==> src/rtl/lpc_pkg.sv <==
package lpc_pkg;
  typedef enum logic [2:0] {
    ST_DIS  = 3'd0,
    ST_WAKE = 3'd1,
    ST_INIT = 3'd2,
    ST_NORM = 3'd3,
    ST_RST  = 3'd4
  } lpc_state_e;

  localparam logic [1:0] CTL_IDLE = 2'b00;
  localparam logic [1:0] CTL_RX   = 2'b10;
endpackage

==> src/rtl/lpc_sync.sv <==
module lpc_sync #(
  parameter int STAGES = 2
) (
  input  logic clk_i,
  input  logic rst_ni,
  input  logic d_i,
  output logic q_o
);
  logic [STAGES-1:0] chain_q;

  always_ff @(posedge clk_i or negedge rst_ni) begin
    if (!rst_ni) chain_q[0] <= 1'b0;
    else         chain_q[0] <= d_i;
  end

  for (genvar g = 1; g < STAGES; g++) begin : g_stage
    always_ff @(posedge clk_i or negedge rst_ni) begin
      if (!rst_ni) chain_q[g] <= 1'b0;
      else         chain_q[g] <= chain_q[g-1];
    end
  end

  assign q_o = chain_q[STAGES-1];
endmodule

==> src/rtl/lpc_idle_timer.sv <==
module lpc_idle_timer #(
  parameter int RST_CYC = 128,
  parameter int DIS_CYC = 1280
) (
  input  logic clk_i,
  input  logic rst_ni,
  input  logic act_i,
  output logic rst_hit_o,
  output logic dis_hit_o
);
  localparam int IW = $clog2(DIS_CYC + 1);
  localparam logic [IW-1:0] RST_LIM = IW'(RST_CYC);
  localparam logic [IW-1:0] DIS_LIM = IW'(DIS_CYC);

  logic [IW-1:0] cnt_q;

  // saturating count of low cycles; any high sample restarts it
  always_ff @(posedge clk_i or negedge rst_ni) begin
    if (!rst_ni)               cnt_q <= '0;
    else if (act_i)            cnt_q <= '0;
    else if (cnt_q < DIS_LIM)  cnt_q <= cnt_q + 1'b1;
  end

  assign rst_hit_o = (cnt_q >= RST_LIM);
  assign dis_hit_o = (cnt_q >= DIS_LIM);
endmodule

==> src/rtl/lpc_phase_cnt.sv <==
module lpc_phase_cnt #(
  parameter int PW = 8
) (
  input  logic          clk_i,
  input  logic          rst_ni,
  input  logic          clr_i,
  input  logic          load_i,
  input  logic [PW-1:0] load_val_i,
  input  logic          inc_i,
  input  logic          dec_i,
  output logic [PW-1:0] cnt_o,
  output logic          zero_o
);
  logic [PW-1:0] cnt_q;

  always_ff @(posedge clk_i or negedge rst_ni) begin
    if (!rst_ni)     cnt_q <= '0;
    else if (clr_i)  cnt_q <= '0;
    else if (load_i) cnt_q <= load_val_i;
    else if (inc_i)  cnt_q <= cnt_q + 1'b1;
    else if (dec_i)  cnt_q <= cnt_q - 1'b1;
  end

  assign cnt_o  = cnt_q;
  assign zero_o = (cnt_q == '0);
endmodule

==> src/rtl/lpc_out_mux.sv <==
module lpc_out_mux
  import lpc_pkg::*;
#(
  parameter int DW       = 8,
  parameter int PW       = 8,
  parameter int ZERO_CYC = 7,
  parameter int RX_CYC   = 1
) (
  input  lpc_state_e    st_i,
  input  logic [PW-1:0] ph_i,
  input  logic [1:0]    ctl_i,
  input  logic [DW-1:0] d_i,
  input  logic          lreq_i,
  input  logic          stat_i,
  output logic          lclk_en_o,
  output logic [1:0]    ctl_o,
  output logic [DW-1:0] d_o,
  output logic          lreq_o,
  output logic          stat_o
);
  localparam logic [PW-1:0] RX_START = PW'(ZERO_CYC);
  localparam logic [PW-1:0] IDLE_PH  = PW'(ZERO_CYC + RX_CYC);

  logic accept;

  always_comb begin
    ctl_o = CTL_IDLE;
    d_o   = '0;
    unique case (st_i)
      ST_NORM: begin
        ctl_o = ctl_i;
        d_o   = d_i;
      end
      ST_INIT: begin
        if (ph_i >= RX_START && ph_i < IDLE_PH) begin
          ctl_o = CTL_RX;
          d_o   = '1;
        end
      end
      default: ;
    endcase
  end

  assign lclk_en_o = (st_i == ST_INIT) || (st_i == ST_NORM) || (st_i == ST_RST);
  assign accept    = (st_i == ST_NORM) || ((st_i == ST_INIT) && (ph_i == IDLE_PH));
  assign lreq_o    = lreq_i & accept;
  assign stat_o    = stat_i & (st_i == ST_NORM);
endmodule

==> src/rtl/phy_link_pwr_ctrl.sv <==
module phy_link_pwr_ctrl
  import lpc_pkg::*;
#(
  parameter int DW            = 8,
  parameter int RST_CYC       = 128,
  parameter int DIS_CYC       = 1280,
  parameter int WAKE_FAST_CYC = 2,
  parameter int WAKE_LP_CYC   = 262144,
  parameter int ZERO_CYC      = 7,
  parameter int RX_CYC        = 1
) (
  input  logic          clk_i,
  input  logic          rst_ni,
  input  logic          lps_i,
  input  logic          port_active_i,
  input  logic          lreq_i,
  input  logic          stat_i,
  input  logic [1:0]    ctl_i,
  input  logic [DW-1:0] d_i,
  output logic          lclk_en_o,
  output logic [1:0]    ctl_o,
  output logic [DW-1:0] d_o,
  output logic          lreq_o,
  output logic          stat_o,
  output logic          cancel_o,
  output logic          low_power_o
);
  localparam int INIT_LAST = ZERO_CYC + RX_CYC;
  localparam int PMAX      = (WAKE_LP_CYC > INIT_LAST) ? WAKE_LP_CYC : INIT_LAST + 1;
  localparam int PW        = $clog2(PMAX + 1);
  localparam logic [PW-1:0] LAST_PH  = PW'(INIT_LAST);
  localparam logic [PW-1:0] WAKE_LP  = PW'(WAKE_LP_CYC - 1);
  localparam logic [PW-1:0] WAKE_FST = PW'(WAKE_FAST_CYC - 1);

  lpc_state_e    st_q, st_d;
  logic          lps_s, rst_hit, dis_hit;
  logic          ph_clr, ph_load, ph_inc, ph_dec, ph_zero;
  logic [PW-1:0] ph;
  logic          cancel_q;

  lpc_sync #(.STAGES(2)) u_sync (
    .clk_i (clk_i),
    .rst_ni(rst_ni),
    .d_i   (lps_i),
    .q_o   (lps_s)
  );

  lpc_idle_timer #(.RST_CYC(RST_CYC), .DIS_CYC(DIS_CYC)) u_timer (
    .clk_i    (clk_i),
    .rst_ni   (rst_ni),
    .act_i    (lps_s),
    .rst_hit_o(rst_hit),
    .dis_hit_o(dis_hit)
  );

  lpc_phase_cnt #(.PW(PW)) u_phase (
    .clk_i     (clk_i),
    .rst_ni    (rst_ni),
    .clr_i     (ph_clr),
    .load_i    (ph_load),
    .load_val_i(low_power_o ? WAKE_LP : WAKE_FST),
    .inc_i     (ph_inc),
    .dec_i     (ph_dec),
    .cnt_o     (ph),
    .zero_o    (ph_zero)
  );

  always_comb begin
    st_d    = st_q;
    ph_clr  = 1'b0;
    ph_load = 1'b0;
    ph_inc  = 1'b0;
    ph_dec  = 1'b0;
    unique case (st_q)
      ST_DIS: if (lps_s) begin
        st_d    = ST_WAKE;
        ph_load = 1'b1;
      end
      ST_WAKE: begin
        if (rst_hit) st_d = ST_DIS;
        else if (ph_zero) begin
          st_d   = ST_INIT;
          ph_clr = 1'b1;
        end else ph_dec = 1'b1;
      end
      ST_INIT: begin
        if (rst_hit)             st_d = ST_RST;
        else if (ph == LAST_PH)  st_d = ST_NORM;
        else                     ph_inc = 1'b1;
      end
      ST_NORM: if (rst_hit) st_d = ST_RST;
      ST_RST: begin
        if (dis_hit) st_d = ST_DIS;
        else if (lps_s) begin
          st_d   = ST_INIT;
          ph_clr = 1'b1;
        end
      end
      default: st_d = ST_DIS;
    endcase
  end

  always_ff @(posedge clk_i or negedge rst_ni) begin
    if (!rst_ni) begin
      st_q     <= ST_DIS;
      cancel_q <= 1'b0;
    end else begin
      st_q     <= st_d;
      cancel_q <= ((st_q == ST_INIT) || (st_q == ST_NORM)) && (st_d == ST_RST);
    end
  end

  lpc_out_mux #(.DW(DW), .PW(PW), .ZERO_CYC(ZERO_CYC), .RX_CYC(RX_CYC)) u_mux (
    .st_i     (st_q),
    .ph_i     (ph),
    .ctl_i    (ctl_i),
    .d_i      (d_i),
    .lreq_i   (lreq_i),
    .stat_i   (stat_i),
    .lclk_en_o(lclk_en_o),
    .ctl_o    (ctl_o),
    .d_o      (d_o),
    .lreq_o   (lreq_o),
    .stat_o   (stat_o)
  );

  assign cancel_o    = cancel_q;
  assign low_power_o = (st_q == ST_DIS) && !port_active_i;
endmodule

==> config.mk <==
export PLATFORM = sky130hd
export DESIGN_NAME = phy_link_pwr_ctrl
export DESIGN_NICKNAME = d
export VERILOG_FILES = /design/src/rtl/lpc_pkg.sv /design/src/rtl/lpc_sync.sv /design/src/rtl/lpc_idle_timer.sv /design/src/rtl/lpc_phase_cnt.sv /design/src/rtl/lpc_out_mux.sv /design/src/rtl/phy_link_pwr_ctrl.sv
export SDC_FILE = /design/constraint.sdc
export NUM_CORES = 1
export LEC_CHECK = 0
export BUFFER_PORTS_ARGS = -buffer_cell sky130_fd_sc_hd__buf_2
export CORE_ASPECT_RATIO = 1.2
export CORE_MARGIN = 8
export CORE_UTILIZATION = 55
export CTS_BUF_LIST = sky130_fd_sc_hd__clkbuf_4 sky130_fd_sc_hd__clkbuf_8
export DETAILED_ROUTE_END_ITERATION = 10
export PLACE_DENSITY = 0.86
export SLEW_MARGIN = 20
export SYNTH_ARGS = -nofsm -noshare
export SYNTH_HDL_FRONTEND = slang
export SYNTH_SLANG_ARGS = --single-unit
==> constraint.sdc <==
create_clock -name clk_i -period 7.8 [get_ports clk_i]
set_input_delay 0.39 -clock clk_i [delete_from_list [all_inputs] [get_ports clk_i]]
set_output_delay 0.39 -clock clk_i [all_outputs]
set_load 0.1 [all_outputs]
# --- After elaboration in Yosys (flattened, before gate mapping) ---
# Index checks and enable logic that the tools add are counted.
op_classes:
  add_sub_neg: 3
  multipliers: 0
  div_mod_pow: 0
  magnitude_cmp: 5
  n_eq_ne: 6
  shifts: 0
  muxes: 32
  bitwise: 2
  n_reduce_logical: 12
ops:
  columns: ["op", "count"]
  rows:
  - ["2-to-1 mux 19 bit", 4]
  - ["2-to-1 mux 3 bit", 8]
  - ["2-to-1 mux 11 bit", 2]
  - ["adder 19 x 1 -> 19 bit, second input constant", 1]
  - ["== test 19 x 4 -> 1 bit, second input constant", 1]
  - [">= comparator 19 x 3 -> 1 bit, second input constant", 1]
  - ["zero test 19 bit", 1]
  - ["less-than comparator 19 x 4 -> 1 bit, second input constant", 1]
  - ["subtractor 19 x 1 -> 19 bit, second input constant", 1]
  - ["2-to-1 mux 18 bit", 1]
  - ["one-hot mux 8 bit (2 select lines)", 1]
  - ["one-hot mux 3 bit (5 select lines)", 1]
  - ["adder 11 x 1 -> 11 bit, second input constant", 1]
  - [">= comparator 11 bit, second input constant", 1]
  - [">= comparator 11 x 8 -> 1 bit, second input constant", 1]
  - ["less-than comparator 11 bit, second input constant", 1]
  - ["2-to-1 mux 1 bit", 11]
  - ["2-to-1 mux 8 bit", 1]
  - ["== test 3 x 2 -> 1 bit, second input constant", 2]
  - ["== test 3 bit, second input constant", 2]
  - ["logical AND 1 bit", 4]
  - ["one-hot mux 2 bit (2 select lines)", 1]
  - ["nonzero test 4 bit", 1]
  - ["== test 3 x 1 -> 1 bit, second input constant", 1]
  - ["other kinds (7)", 10]
word_totals:
  ff_bits: 36
  latch_bits: 0
  mem_bits_rw: 0
  romBits: 0
  inputBits: 16
  wordCells: 66
  mem_count: 0

# --- Longest topological paths before layout ---
# Gate-level depths: netlist (run 1).
logic_depth:
  depth_word: 8
  depth_mapped: 14
  mapped_depth_nobuf: 13

# --- By module ---
# Synthesis (run 1) repeated with hierarchy kept, for this count alone.
hier_totals:
  cells_unflattened: 342
  hier_area_um2: 2909.0
modules_own_cells:
  columns: ["module", "n_inst", "cells_each", "area_per_inst_um2", "seq_area_each_um2"]
  rows:
  - ["lpc_phase_cnt", 1, 211, 1742.9, 475.5]
  - ["lpc_idle_timer", 1, 64, 611.8, 275.3]
  - ["phy_link_pwr_ctrl", 1, 28, 266.5, 100.1]
  - ["lpc_out_mux", 1, 37, 237.7, 0.0]
  - ["lpc_sync", 1, 2, 50.0, 50.0]

# --- Least setup slack after synthesis (run 1) ---
# OpenSTA, ideal clock, no wires.
synth_timing:
  path_type: "register to output"
  start: "reg st_q[0]"
  end: "out low_power_o"
  arrival_time_ns: 3.492
  t_required_ns: 7.410
  path_slack_ns: 3.918
  stages_incl_launch_ff: 3
  path_cell_list: "dfrtp_1 > clkbuf_1 > nor4_1"
synth_via:
  elab_chain_len: 2
synth_rtl:
  columns: ["item", "line", "source"]
  rows:
  - ["start: declaration", "phy_link_pwr_ctrl.sv:35", "lpc_state_e st_q, st_d;"]
  - ["start signal: assignment", "phy_link_pwr_ctrl.sv:108", "st_q <= st_d;"]
  - ["zero test 3 bit", "phy_link_pwr_ctrl.sv:128", "assign low_power_o = (st_q == ST_DIS) && !port_active_i;"]
  - ["logical AND 1 bit", "phy_link_pwr_ctrl.sv:128", null]
  - ["end: declaration", "phy_link_pwr_ctrl.sv:26", "output logic low_power_o"]
# Every way passes these cells.

# --- Final worst setup path (run 1) ---
layout_timing:
  start: "reg u_phase.cnt_q[16], in the netlist u_phase.cnt_o[16]"
  end: "reg u_phase.cnt_q[15], in the netlist u_phase.cnt_o[15]"
layout_via:
  elab_chain_len: 7
layout_rtl:
  columns: ["item", "line", "source"]
  rows:
  - ["start: declaration", "lpc_phase_cnt.sv:14", "logic [PW-1:0] cnt_q;"]
  - ["start signal: assignment", "lpc_phase_cnt.sv:19", "else if (load_i) cnt_q <= load_val_i;"]
  - ["start signal: assignment", "lpc_phase_cnt.sv:20", "else if (inc_i) cnt_q <= cnt_q + 1'b1;"]
  - ["start signal: assignment", "lpc_phase_cnt.sv:21", "else if (dec_i) cnt_q <= cnt_q - 1'b1;"]
  - ["== test 19 x 4 -> 1 bit", "phy_link_pwr_ctrl.sv:88", "else if (ph == LAST_PH) st_d = ST_NORM;"]
  - ["2-to-1 mux 1 bit", "phy_link_pwr_ctrl.sv:88", null]
  - ["2-to-1 mux 1 bit", "phy_link_pwr_ctrl.sv:87", "if (rst_hit) st_d = ST_RST;"]
  - ["2-to-1 mux 1 bit", "phy_link_pwr_ctrl.sv:74", "unique case (st_q)"]
  - ["2-to-1 mux 19 bit", "lpc_phase_cnt.sv:20", null]
  - ["2-to-1 mux 19 bit", "lpc_phase_cnt.sv:19", null]
  - ["2-to-1 mux 19 bit", "lpc_phase_cnt.sv:18", "else if (clr_i) cnt_q <= '0;"]
# Parallel ways exist; a longest one is shown, timed or not.
# A chain may end at the register's enable or synchronous reset.

==> impl_metrics.csv, run 1 <==
group,metric,value,unit
yosys,ys_seq_elements,36,
setup_path,crit_family,"simple AND/OR/NAND/NOR gates",
grt,grt_pass1_vias,2387,
clock_tree,cts-resized-gates,0,
grt,grt_start_max_net_pins,37,
sta,hold_viol_final,0,
power_and_ir_drop,power.density_cell_area,347,nW/µm²
grt,globalRouteOverflowTotal,0,
power_and_ir_drop,report.power.total,1.04,mW
layout,fillCellCount,436,
layout,sequential_cell_area,901,µm²
setup_path,critPathLaunchType,"register",
hold_path,hold_path.class,"in -> async",
yosys,ys_async_sr_fraction,100,%
clock_tree,tritoncts.num_buffers,5,
setup_path,path_max_fanout,21,
layout,area_growth,9.12,%
setup_path,critPathRequiredTime,7.97,ns
sta,finalCritPeriodShare,47.9,%
run_status,outcome,"completed",
sta,rsz_0062_raised_after_global_routing,"false",
yosys,netlist.top_cell.by_area,"sky130_fd_sc_hd__dfrtp_1",
placed_design,detailedPlacementHpwl,4580,µm
yosys,net_count_synth,368,
floorplan,total_die_area,7550,µm²
routing,num_vias,2414,
clock_tree,max-clock-path-buffers,2,
setup_path,worst_ep_arrival_time,3.91,ns
sta,tightestPinTransition,0.983,ns
floorplan,die_width,80.7,µm
clock_tree,clk-insertion-delay-late,0.30,ns
layout,insertedDiodeCount,0,
setup_path,cpMostUsedCell,"sky130_fd_sc_hd__a31o_2",
clock_tree,tritoncts,"built",
yosys,synth-edff-count,0,
setup_path,setup.worst_path.end_class,"register",
floorplan,dieHeight,93.6,µm
yosys,post_synth_num_cell_types,51,
placed_design,port_buffers,30,
clock_tree,post-cts-setup-buffers,0,
clock_tree,htreeDepth,2,
yosys,post_synth_inst_count,331,
floorplan,core-area,4870,µm²
sta,setup-violations-final,0,
yosys,synth_top_flop_cell,"sky130_fd_sc_hd__dfrtp_1",
sta,worst_slack_on_hold_paths,0.159,ns
sta,totalNegativeSetupSlack,0,ns
sta,slew_violations,0,
yosys,yosysMostFrequentCell,"sky130_fd_sc_hd__nand2_1",
floorplan,placementRows,28,
grt,antenna_violations_before_repair,0,
routing,detail_route.vias_per_cell,5.85,
routing,wl_per_cell,15.2,µm
layout,post_route_cells_drive_above_1_share,20.1,%
yosys,most_frequent_cells_after_synthesis,"52 x sky130_fd_sc_hd__nand2_1, 36 x sky130_fd_sc_hd__dfrtp_1, 31 x sky130_fd_sc_hd__nor2_1",
floorplan,num_io_pins,31,
sta,layout_min_cycle_time,3.74,ns
yosys,mean_syn_cell_area,8.34,µm²
sta,slew-limit-headroom,34.5,%
yosys,yosys-top-cells-area,"sky130_fd_sc_hd__dfrtp_1 33%, sky130_fd_sc_hd__ha_1 9.1%, sky130_fd_sc_hd__nand2_1 7.1%",
setup_path,worstPathCellList,"nor4_1 > nand4_1 > nor2_1 > nor4_4 > inv_2 > ha_1 > a21oi_1 > o21ai_0 > a31o_2 > a31o_2 > a31oi_1 > nor4b_1 > nor3_1",
routing,drt_wl_total,6270,µm
yosys,post-synth-top-area-fraction,32.7,%
yosys,synthesis.yosys.warnings,0,
placed_design,globalplace.congestion,0.963,
grt,grt_use_total,18.0,%
clock_tree,cts_hold_buffers,0,
setup_path,crit_type,"reg -> reg",
sta,clock_skew,0.0134,ns
clock_tree,clk_sink_count,36,
setup_path,slowest_stage,"sky130_fd_sc_hd__nor4_1",
layout,num-nets-final,389,
job,drv.max_cap_violation_count,0,
clock_tree,worst_setup_hold_path_clk_slew,0.08,ns
setup_path,critical_path_max_stage_delay,0.47,ns
routing,ant_nets,0,
routing,firstDrtPassIters,4,
yosys,synthesis.area,2760,µm²
routing,initialDrtViolationCount,168,
power_and_ir_drop,ir_drop,0.193,mV
power_and_ir_drop,leakagePower,1.37,nW
setup_path,critPathBufInv,1,
routing,drc,0,
floorplan,floorplan.initialDensity,56.7,%
yosys,ys_seq_area_share,32.7,%
layout,multi_input_area,1760,µm²
sta,max_clock_freq,0.268,GHz
clock_tree,cts_root_buf,"sky130_fd_sc_hd__clkbuf_8",
grt,grt_pass1_wl,10900,µm
kinds of logic after synthesis:
logic type / after synthesis / synth area share, %
XOR/XNOR: 20 / 6.35
adder cells (fa/ha/maj): 21 / 9.80
flip-flops: 36 / 32.7
buffers and inverters: 23 / 3.67
multiplexers: 1 / 0.363
AND/OR/NAND/NOR: 140 / 25.1
AO/OA/AOI/OAI: 90 / 22.0
state kept, by name, indices dropped and copies added, names as in the netlist:
name	count
u_sync.chain_q	1
u_sync.q_o	1
cancel_o	1
st_q	3
u_phase.cnt_o	19
u_timer.cnt_q	11
metrics by stage:
stage          std cells  worst slack [ns]  area [µm²]  util, %
2_1_floorplan        331              3.92        2760        -
3_3_place_gp         405              4.26        2910     59.8
3_5_place_dp         405              4.12        2910     59.8
4_1_cts              413              4.11        3010     61.8
5_1_grt              413              3.73        3010     61.8
6_report             413              4.06        3010     61.8
power breakdown:
part | internal, mW | switching (mW)
combinational | 0.272 | 0.316
clock | 0.0791 | 0.0697
sequential | 0.244 | 0.0637
cells in the final DEF (no fill, tap or decap), types with 2 or more instances in the layout:
master                     instances
sky130_fd_sc_hd__a211oi_1          2
sky130_fd_sc_hd__a21o_1            8
sky130_fd_sc_hd__a21oi_1          18
sky130_fd_sc_hd__a221o_1           2
sky130_fd_sc_hd__a31o_2            3
sky130_fd_sc_hd__a31oi_1           4
sky130_fd_sc_hd__and2_1            6
sky130_fd_sc_hd__and3_1            6
sky130_fd_sc_hd__buf_2            30
sky130_fd_sc_hd__clkbuf_4          2
sky130_fd_sc_hd__clkbuf_8          6
sky130_fd_sc_hd__dfrtp_1          36
sky130_fd_sc_hd__ha_1             20
sky130_fd_sc_hd__inv_1             5
sky130_fd_sc_hd__nand2_1          52
sky130_fd_sc_hd__nand2b_1          2
sky130_fd_sc_hd__nand3_1           5
sky130_fd_sc_hd__nand4_1           6
sky130_fd_sc_hd__nor2_1           31
sky130_fd_sc_hd__nor3_1           11
sky130_fd_sc_hd__nor4_1            7
sky130_fd_sc_hd__nor4b_1           2
sky130_fd_sc_hd__o21a_1            2
sky130_fd_sc_hd__o21ai_0          20
sky130_fd_sc_hd__o21ai_1           2
sky130_fd_sc_hd__o21ai_2          19
sky130_fd_sc_hd__o21bai_1          2
sky130_fd_sc_hd__or3_1             2
sky130_fd_sc_hd__or4_4             2
sky130_fd_sc_hd__xnor2_1          10
sky130_fd_sc_hd__xor2_1           10
worst register-to-register path: cells and delay by family (launching register included):
family / cells / cell delay [ns]
flip-flops: 1 / 0.42
AO/OA/AOI/OAI: 5 / 1.14
buffers and inverters: 1 / 0.33
AND/OR/NAND/NOR: 6 / 1.32
adder cells (fa/ha/maj): 1 / 0.39
routing by layer:
| layer | GRT usage (%) | part of all wire (%) | wire length [µm] |
|---|---|---|---|
| met1 | 19.8 | 42 | 2620 |
| met2 | 31.9 | 52 | 3280 |
| met4 | 8.81 | 2.7 | 171 |
| met5 | 0 | 0 | 0 |
| met3 | 3.26 | 3.3 | 206 |
layout make-up:
class / count / share of cell area [%]
Clock buffer: 8 / 3.24
Multi-Input combinational cell: 272 / 58.4
Inverter: 6 / 0.748
Tap cell: 60 / 2.49
Timing Repair Buffer: 31 / 5.24
Sequential cell: 36 / 29.9
path summary, 6_finish.rpt:
kind / from / depth (start not counted) / slack, ns / end
min in group clk_i: lps_i / 1 / 0.20 / u_sync.chain_q[0]
max in group asynchronous: rst_ni / 1 / 7.11 / st_q[1]
worst max-delay path: u_phase.cnt_o[16] / 13 / 4.06 / u_phase.cnt_o[15]
worst max register to register: u_phase.cnt_o[16] / 13 / 4.06 / u_phase.cnt_o[15]
worst min register to register: u_sync.chain_q[0] / 0 / 0.35 / u_sync.q_o
worst min-delay path: rst_ni / 1 / 0.16 / u_phase.cnt_o[9]
(Power assumes the default switching activity.)
==> inputs of run 2 (changes only) <==
- clock period: 7.8 -> 3.7 ns (I/O delays scaled with it)
==> run 2 against run 1 <==
The flow now finishes with violations (negative hold slack). Combinational power is 120% higher. Non-clock buffer count is 9 higher. Critical path depth stayed put. Final cell count is 2.2% higher. Count of clock-buffer cells in the layout is 3 lower. Register-to-register slack worse by 3.9 ns. Global-route usage is 1.3 points higher. Largest cell class unchanged.
==> impl_metrics.csv, run 2 (synthesis gave the netlist of run 1 again) <==
group,metric,value,unit
clock_tree,max-clock-path-buffers,2,
layout,finish.cell_count_without_fillers,422,
sta,setup-violations-final,0,
routing,detail_route.vias_per_cell,6.22,
setup_path,crit_type,"reg -> reg",
setup_path,setup.worst_path.start,"u_phase.cnt_o[12]",
floorplan,dieHeight,93.6,µm
sta,slew-limit-headroom,46.4,%
routing,ant_nets,0,
setup_path,slowest_stage,"sky130_fd_sc_hd__dfrtp_1",
placed_design,place_inst,412,
floorplan,total_die_area,7550,µm²
power_and_ir_drop,pwr-share-seq,29.4,%
power_and_ir_drop,switchingPower,1.01,mW
layout,num-nets-final,398,
clock_tree,cts_root_buf,"sky130_fd_sc_hd__clkbuf_8",
power_and_ir_drop,ir_drop,0.350,mV
setup_path,worstPathCellList,"nor4_4 > nand4_1 > nor2_2 > nor4_4 > inv_4 > ha_1 > a21o_1 > a221o_1 > a31oi_1 > nand2_1 > a21boi_0 > nand3_1 > nor3b_1",
setup_path,path_max_fanout,15,
sta,hold_viol_final,36,
grt,globalRouteOverflowTotal,0,
clock_tree,tritoncts,"built",
clock_tree,clk_sink_count,36,
setup_path,worst-r2r-setup-slack,0.15,ns
grt,grt_start_max_net_pins,37,
run_status,violations_in_the_final_reports,"negative hold slack",
layout,area_growth,13.4,%
run_status,outcome,"finished, violations left",
placed_design,globalplace.congestion,0.950,
setup_path,critical_path.endpoint,"u_phase.cnt_o[16]",
clock_tree,worst_setup_hold_path_clk_slew,0.08,ns
power_and_ir_drop,report.power.total,2.32,mW
sta,worst_slack_on_hold_paths,-0.0344,ns
power_and_ir_drop,pwr-share-comb,55.4,%
setup_path,worst_ep_arrival_time,3.73,ns
setup_path,critPathLaunchType,"register",
layout,post_route_cells_drive_above_1_share,22.7,%
power_and_ir_drop,cell_internal_power,1.30,mW
power_and_ir_drop,power.density_cell_area,740,nW/µm²
job,drv.max_cap_violation_count,0,
placed_design,dp_worst_setup_slack,-0.00887,ns
sta,worst_slack,0.148,ns
hold_path,hold_path.class,"in -> async",
sta,clock_skew,0.00768,ns
sta,slew_violations,0,
floorplan,core-area,4870,µm²
power_and_ir_drop,p_sw_share,43.8,%
setup_path,critPathRequiredTime,3.88,ns
sta,finalCritPeriodShare,96.0,%
routing,drt_wl_total,6980,µm
routing,firstDrtPassIters,4,
clock_tree,tritoncts.num_buffers,5,
clock_tree,clk-insertion-delay-late,0.29,ns
setup_path,r2r_depth,13,
floorplan,placementRows,28,
sta,layout_min_cycle_time,3.55,ns
floorplan,num_io_pins,31,
floorplan,floorplan.initialDensity,56.7,%
setup_path,worstReg2RegStart,"u_phase.cnt_o[12]",
routing,num_vias,2625,
placed_design,detailedPlacementHpwl,4950,µm
power_and_ir_drop,clockPowerShare,15.2,%
placed_design,port_buffers,30,
layout,insertedDiodeCount,0,
power_and_ir_drop,leakagePower,1.42,nW
sta,max_clock_freq,0.282,GHz
layout,most_frequent_standard_cell_in_the_layout_excluding_fill_and_tap_cells,"sky130_fd_sc_hd__nand2_1",
routing,wl_per_cell,16.5,µm
routing,initialDrtViolationCount,218,
clock_tree,htreeDepth,2,
grt,grt_use_total,19.3,%
grt,antenna_violations_before_repair,0,
setup_path,crit-reg2reg-capture,"u_phase.cnt_o[16]",
layout,layout_common_cells,"52 x sky130_fd_sc_hd__nand2_1, 36 x sky130_fd_sc_hd__dfrtp_1, 30 x sky130_fd_sc_hd__nor2_1, 30 x sky130_fd_sc_hd__buf_2",
grt,grt_pass1_vias,2519,
floorplan,die_width,80.7,µm
setup_path,critical_path_max_stage_delay,0.45,ns
grt,grt_pass1_wl,11700,µm
layout,largest_register_ff_count,19,
sta,tightestPinTransition,0.805,ns
setup_path,setup.worst_path.end_class,"register",
setup_path,cpMostUsedCell,"sky130_fd_sc_hd__nor4_4",
routing,drc,0,
run 2: changes by cell type in the layout (fill, tap and decap cells not counted), moves of 2 or more:
cell and delta:
sky130_fd_sc_hd__clkbuf_4 -2, sky130_fd_sc_hd__buf_4 +8, sky130_fd_sc_hd__nor4_4 +2, sky130_fd_sc_hd__nor4_1 -2
run 2: what timing repair did:
item,in CTS,in global routing
hold buffers,1,0
setup buffers,0,1
endpoints found under the setup margin,4,6
pin swaps,0,1
hold endpoints to repair,1,0
gates resized for setup,2,4
run 2: power by group through the flow:
stage               Sequential (mW)  Clock [mW]  Combinational [mW]
finish                        0.680       0.353                1.28
global placement              0.646           0                1.19
global route                  0.697       0.376                1.44
detailed placement            0.655           0                1.24
CTS                           0.656       0.358                1.27
floorplan                     0.605           0                1.03
run 2: metrics by stage:
stage                     utilization [%]   TNS, ns  cell area, µm²
after floorplan                         -         0            2760
after global placement               60.9         0            2970
after detailed placement             60.9  -0.00887            2970
after CTS                            63.6         0            3100
after global routing                 64.3   -0.0710            3130
final                                64.3         0            3130
run 2: layer usage:
layer	routed length, µm	global-route usage, %	up-vias
li1	-	-	1254
met1	2620	20.6	1241
met2	3780	34.2	100
met3	350	3.17	30
met4	225	11.5	0
met5	0	0	-
run 2: layout make-up:
class | count | area, µm²
Clock inverter | 3 | 42.5
Sequential cell | 36 | 901
Tap cell | 60 | 75.1
Inverter | 6 | 25.0
Fill cell | 390 | 1740
Timing Repair Buffer | 40 | 228
Multi-Input combinational cell | 272 | 1790
Clock buffer | 5 | 68.8
run 2: how the worst min path moves through the flow:
stage / startpoint / end / slack, ns / depth (start not counted)
floorplan: rst_ni / cancel_o / -0.11 / 0
global placement: lps_i / u_sync.chain_q[0] / 0.29 / 1
detailed placement: lps_i / u_sync.chain_q[0] / 0.30 / 1
CTS: rst_ni / u_phase.cnt_o[10] / 0.01 / 1
global route: rst_ni / u_phase.cnt_o[10] / 0.05 / 1
finish: rst_ni / u_phase.cnt_o[10] / -0.03 / 1
run 2: critical path: cells and delay by family, from the launching register on:
family          cells  cell delay (ns)
fa+ha+maj           1             0.29
compound gates      4             1.20
simple gates        7             1.32
buf+inv             1             0.18
flops               1             0.45
==> inputs of run 3 (changes only) <==
- SETUP_SLACK_MARGIN: not set -> 0.5
==> run 3 against run 2 <==
The flow still finishes with violations (negative hold slack). Wire length increased by 37%. Register-to-register slack got worse by 0.03 ns. Maximum frequency decreased by 0.88%. Clock skew increased by 0.0084 ns. Core utilization increased by 12 points. Non-clock buffer count increased by 32. Critical path depth increased by 1. Clock power increased by 1%. Final cell count increased by 8.1%. Flip-flop and latch count unchanged. Count of clock-buffer cells in the layout unchanged. Die area unchanged. Highest routed layer unchanged.
==> impl_metrics.csv, run 3 (synthesis gave the netlist of run 1 again) <==
group,metric,value,unit
run_status,outcome,"finished, violations left",
run_status,violations_in_the_final_reports,"negative hold slack",
sta,finalCritPeriodShare,96.8,%
power_and_ir_drop,leakagePower,1.62,nW
routing,drc,0,
sta,layout_min_cycle_time,3.58,ns
clock_tree,clk-insertion-delay-late,0.30,ns
routing,drt_wl_total,9590,µm
setup_path,critPathLaunchType,"register",
sta,setup-violations-final,0,
setup_path,worstReg2RegStart,"u_phase.cnt_o[12]",
clock_tree,tritoncts.num_buffers,5,
routing,detail_route.vias_per_cell,6.62,
routing,wl_per_cell,21.0,µm
grt,grt_use_total,22.1,%
sta,max_clock_freq,0.279,GHz
grt,grt_start_max_net_pins,37,
grt,antenna_violations_before_repair,0,
floorplan,dieHeight,93.6,µm
floorplan,placementRows,28,
clock_tree,htreeDepth,2,
sta,worst_slack_on_hold_paths,-0.0165,ns
layout,insertedDiodeCount,0,
layout,fillCellCount,288,
setup_path,setup.worst_path.start,"u_phase.cnt_o[12]",
placed_design,dp_worst_setup_slack,0.0634,ns
routing,firstDrtPassIters,5,
floorplan,die_width,80.7,µm
clock_tree,max-clock-path-buffers,2,
job,drv.max_cap_violation_count,0,
grt,grt_pass1_wl,13400,µm
clock_tree,clk_sink_count,36,
sta,rsz_0062_raised_after_global_routing,"true",
setup_path,path_max_fanout,8,
sta,hold_viol_final,20,
setup_path,r2r_depth,14,
setup_path,setup.worst_path.end_class,"register",
sta,totalNegativeSetupSlack,0,ns
routing,num_vias,3018,
sta,clock_skew,0.0161,ns
layout,area_growth,35.0,%
grt,globalRouteOverflowTotal,0,
placed_design,detailedPlacementHpwl,4780,µm
layout,largest_register_ff_count,19,
layout,most_frequent_standard_cell_in_the_layout_excluding_fill_and_tap_cells,"sky130_fd_sc_hd__nand2_1",
power_and_ir_drop,ir_drop,0.391,mV
setup_path,worst-r2r-setup-slack,0.12,ns
routing,ant_nets,0,
sta,worst_slack,0.117,ns
setup_path,crit_type,"reg -> reg",
floorplan,floorplan.initialDensity,56.7,%
routing,initialDrtViolationCount,421,
clock_tree,cts_root_buf,"sky130_fd_sc_hd__clkbuf_8",
setup_path,crit-reg2reg-capture,"u_phase.cnt_o[16]",
layout,layout_common_cells,"52 x sky130_fd_sc_hd__nand2_1, 45 x sky130_fd_sc_hd__buf_4, 33 x sky130_fd_sc_hd__dfrtp_1, 27 x sky130_fd_sc_hd__nor2_1, 21 x sky130_fd_sc_hd__buf_2",
placed_design,globalplace.congestion,0.918,
clock_tree,tritoncts,"built",
placed_design,dpl_cell_area,2960,µm²
placed_design,port_buffers,30,
hold_path,hold_path.class,"in -> async",
layout,finalInstanceArea,3720,µm²
floorplan,core-area,4870,µm²
sta,slew-limit-headroom,26.1,%
layout,post_route_cells_drive_above_1_share,39.1,%
grt,grt_pass1_vias,2797,
setup_path,critPathRequiredTime,3.89,ns
clock_tree,worst_setup_hold_path_clk_slew,0.09,ns
floorplan,total_die_area,7550,µm²
floorplan,num_io_pins,31,
setup_path,worst_ep_arrival_time,3.77,ns
sta,slew_violations,0,
power_and_ir_drop,power.density_cell_area,802,nW/µm²
layout,num-nets-final,432,
sta,tightestPinTransition,1.11,ns
-- run 3: worst max-delay path by stage --
| stage | end | slack, ns | depth (start not counted) |
|---|---|---|---|
| 2_1_floorplan | u_phase.cnt_o[18] | 0.50 | 12 |
| 3_3_place_gp | u_phase.cnt_o[12] | 0.16 | 13 |
| 3_5_place_dp | u_phase.cnt_o[12] | 0.06 | 13 |
| 4_1_cts | u_phase.cnt_o[18] | 0.41 | 11 |
| 5_1_grt | u_phase.cnt_o[16] | -0.23 | 14 |
| 6_report | u_phase.cnt_o[16] | 0.12 | 14 |
-- run 3: area by class of cell --
class / instances / area, µm² / share of cell area (%)
Sequential cell: 36 / 905 / 24.3
Inverter: 6 / 36.3 / 0.974
Timing Repair Buffer: 72 / 490 / 13.2
Clock inverter: 3 / 42.5 / 1.14
Tap cell: 60 / 75.1 / 2.02
Clock buffer: 5 / 68.8 / 1.85
Timing Repair inverter: 2 / 22.5 / 0.605
Multi-Input combinational cell: 272 / 2080 / 55.9
-- run 3: through the flow --
stage / std cells / util, % / total power, mW
after global placement: 407 / 60.7 / 1.85
final: 456 / 76.5 / 2.99
after floorplan: 331 / - / 1.66
after detailed placement: 407 / 60.7 / 1.89
after global routing: 456 / 76.5 / 3.15
after CTS: 441 / 70.4 / 2.53
-- run 3: power breakdown --
group | internal, mW | total, mW | leakage (nW) | switching, mW
Clock | 0.200 | 0.357 | 0.0541 | 0.158
Sequential | 0.518 | 0.711 | 0.443 | 0.194
Combinational | 0.950 | 1.92 | 1.13 | 0.967
-- run 3: metal layers --
metal	GRT usage (%)	routed length, µm	vias up
met3	4.41	574	70
met5	0	0	-
li1	-	-	1311
met1	24.1	3390	1436
met2	38.6	4970	201
met4	12.7	655	0
-- run 3: what timing repair did --
action / in CTS / in global routing
setup buffers: 24 / 14
pin swaps: 15 / 18
hold endpoints to repair: 0 / 1
gates cloned: 2 / 0
setup endpoints to repair: 12 / 20
hold buffers: 0 / 1
resized for setup: 32 / 45
-- run 3: worst max-delay path, cell delays in order (launching register included) --
cell and delay [ns]:
sky130_fd_sc_hd__dfrtp_2 0.46, sky130_fd_sc_hd__nor4_4 0.34, sky130_fd_sc_hd__nand4_1 0.24, sky130_fd_sc_hd__nor2_4 0.19, sky130_fd_sc_hd__nor4_4 0.06, sky130_fd_sc_hd__bufinv_8 0.24
sky130_fd_sc_hd__ha_4 0.24, sky130_fd_sc_hd__and3_4 0.20, sky130_fd_sc_hd__a221o_1 0.36, sky130_fd_sc_hd__a31oi_2 0.23, sky130_fd_sc_hd__buf_4 0.14, sky130_fd_sc_hd__nand2_1 0.14
sky130_fd_sc_hd__a21boi_2 0.23, sky130_fd_sc_hd__nor3_1 0.08, sky130_fd_sc_hd__nor3b_1 0.30
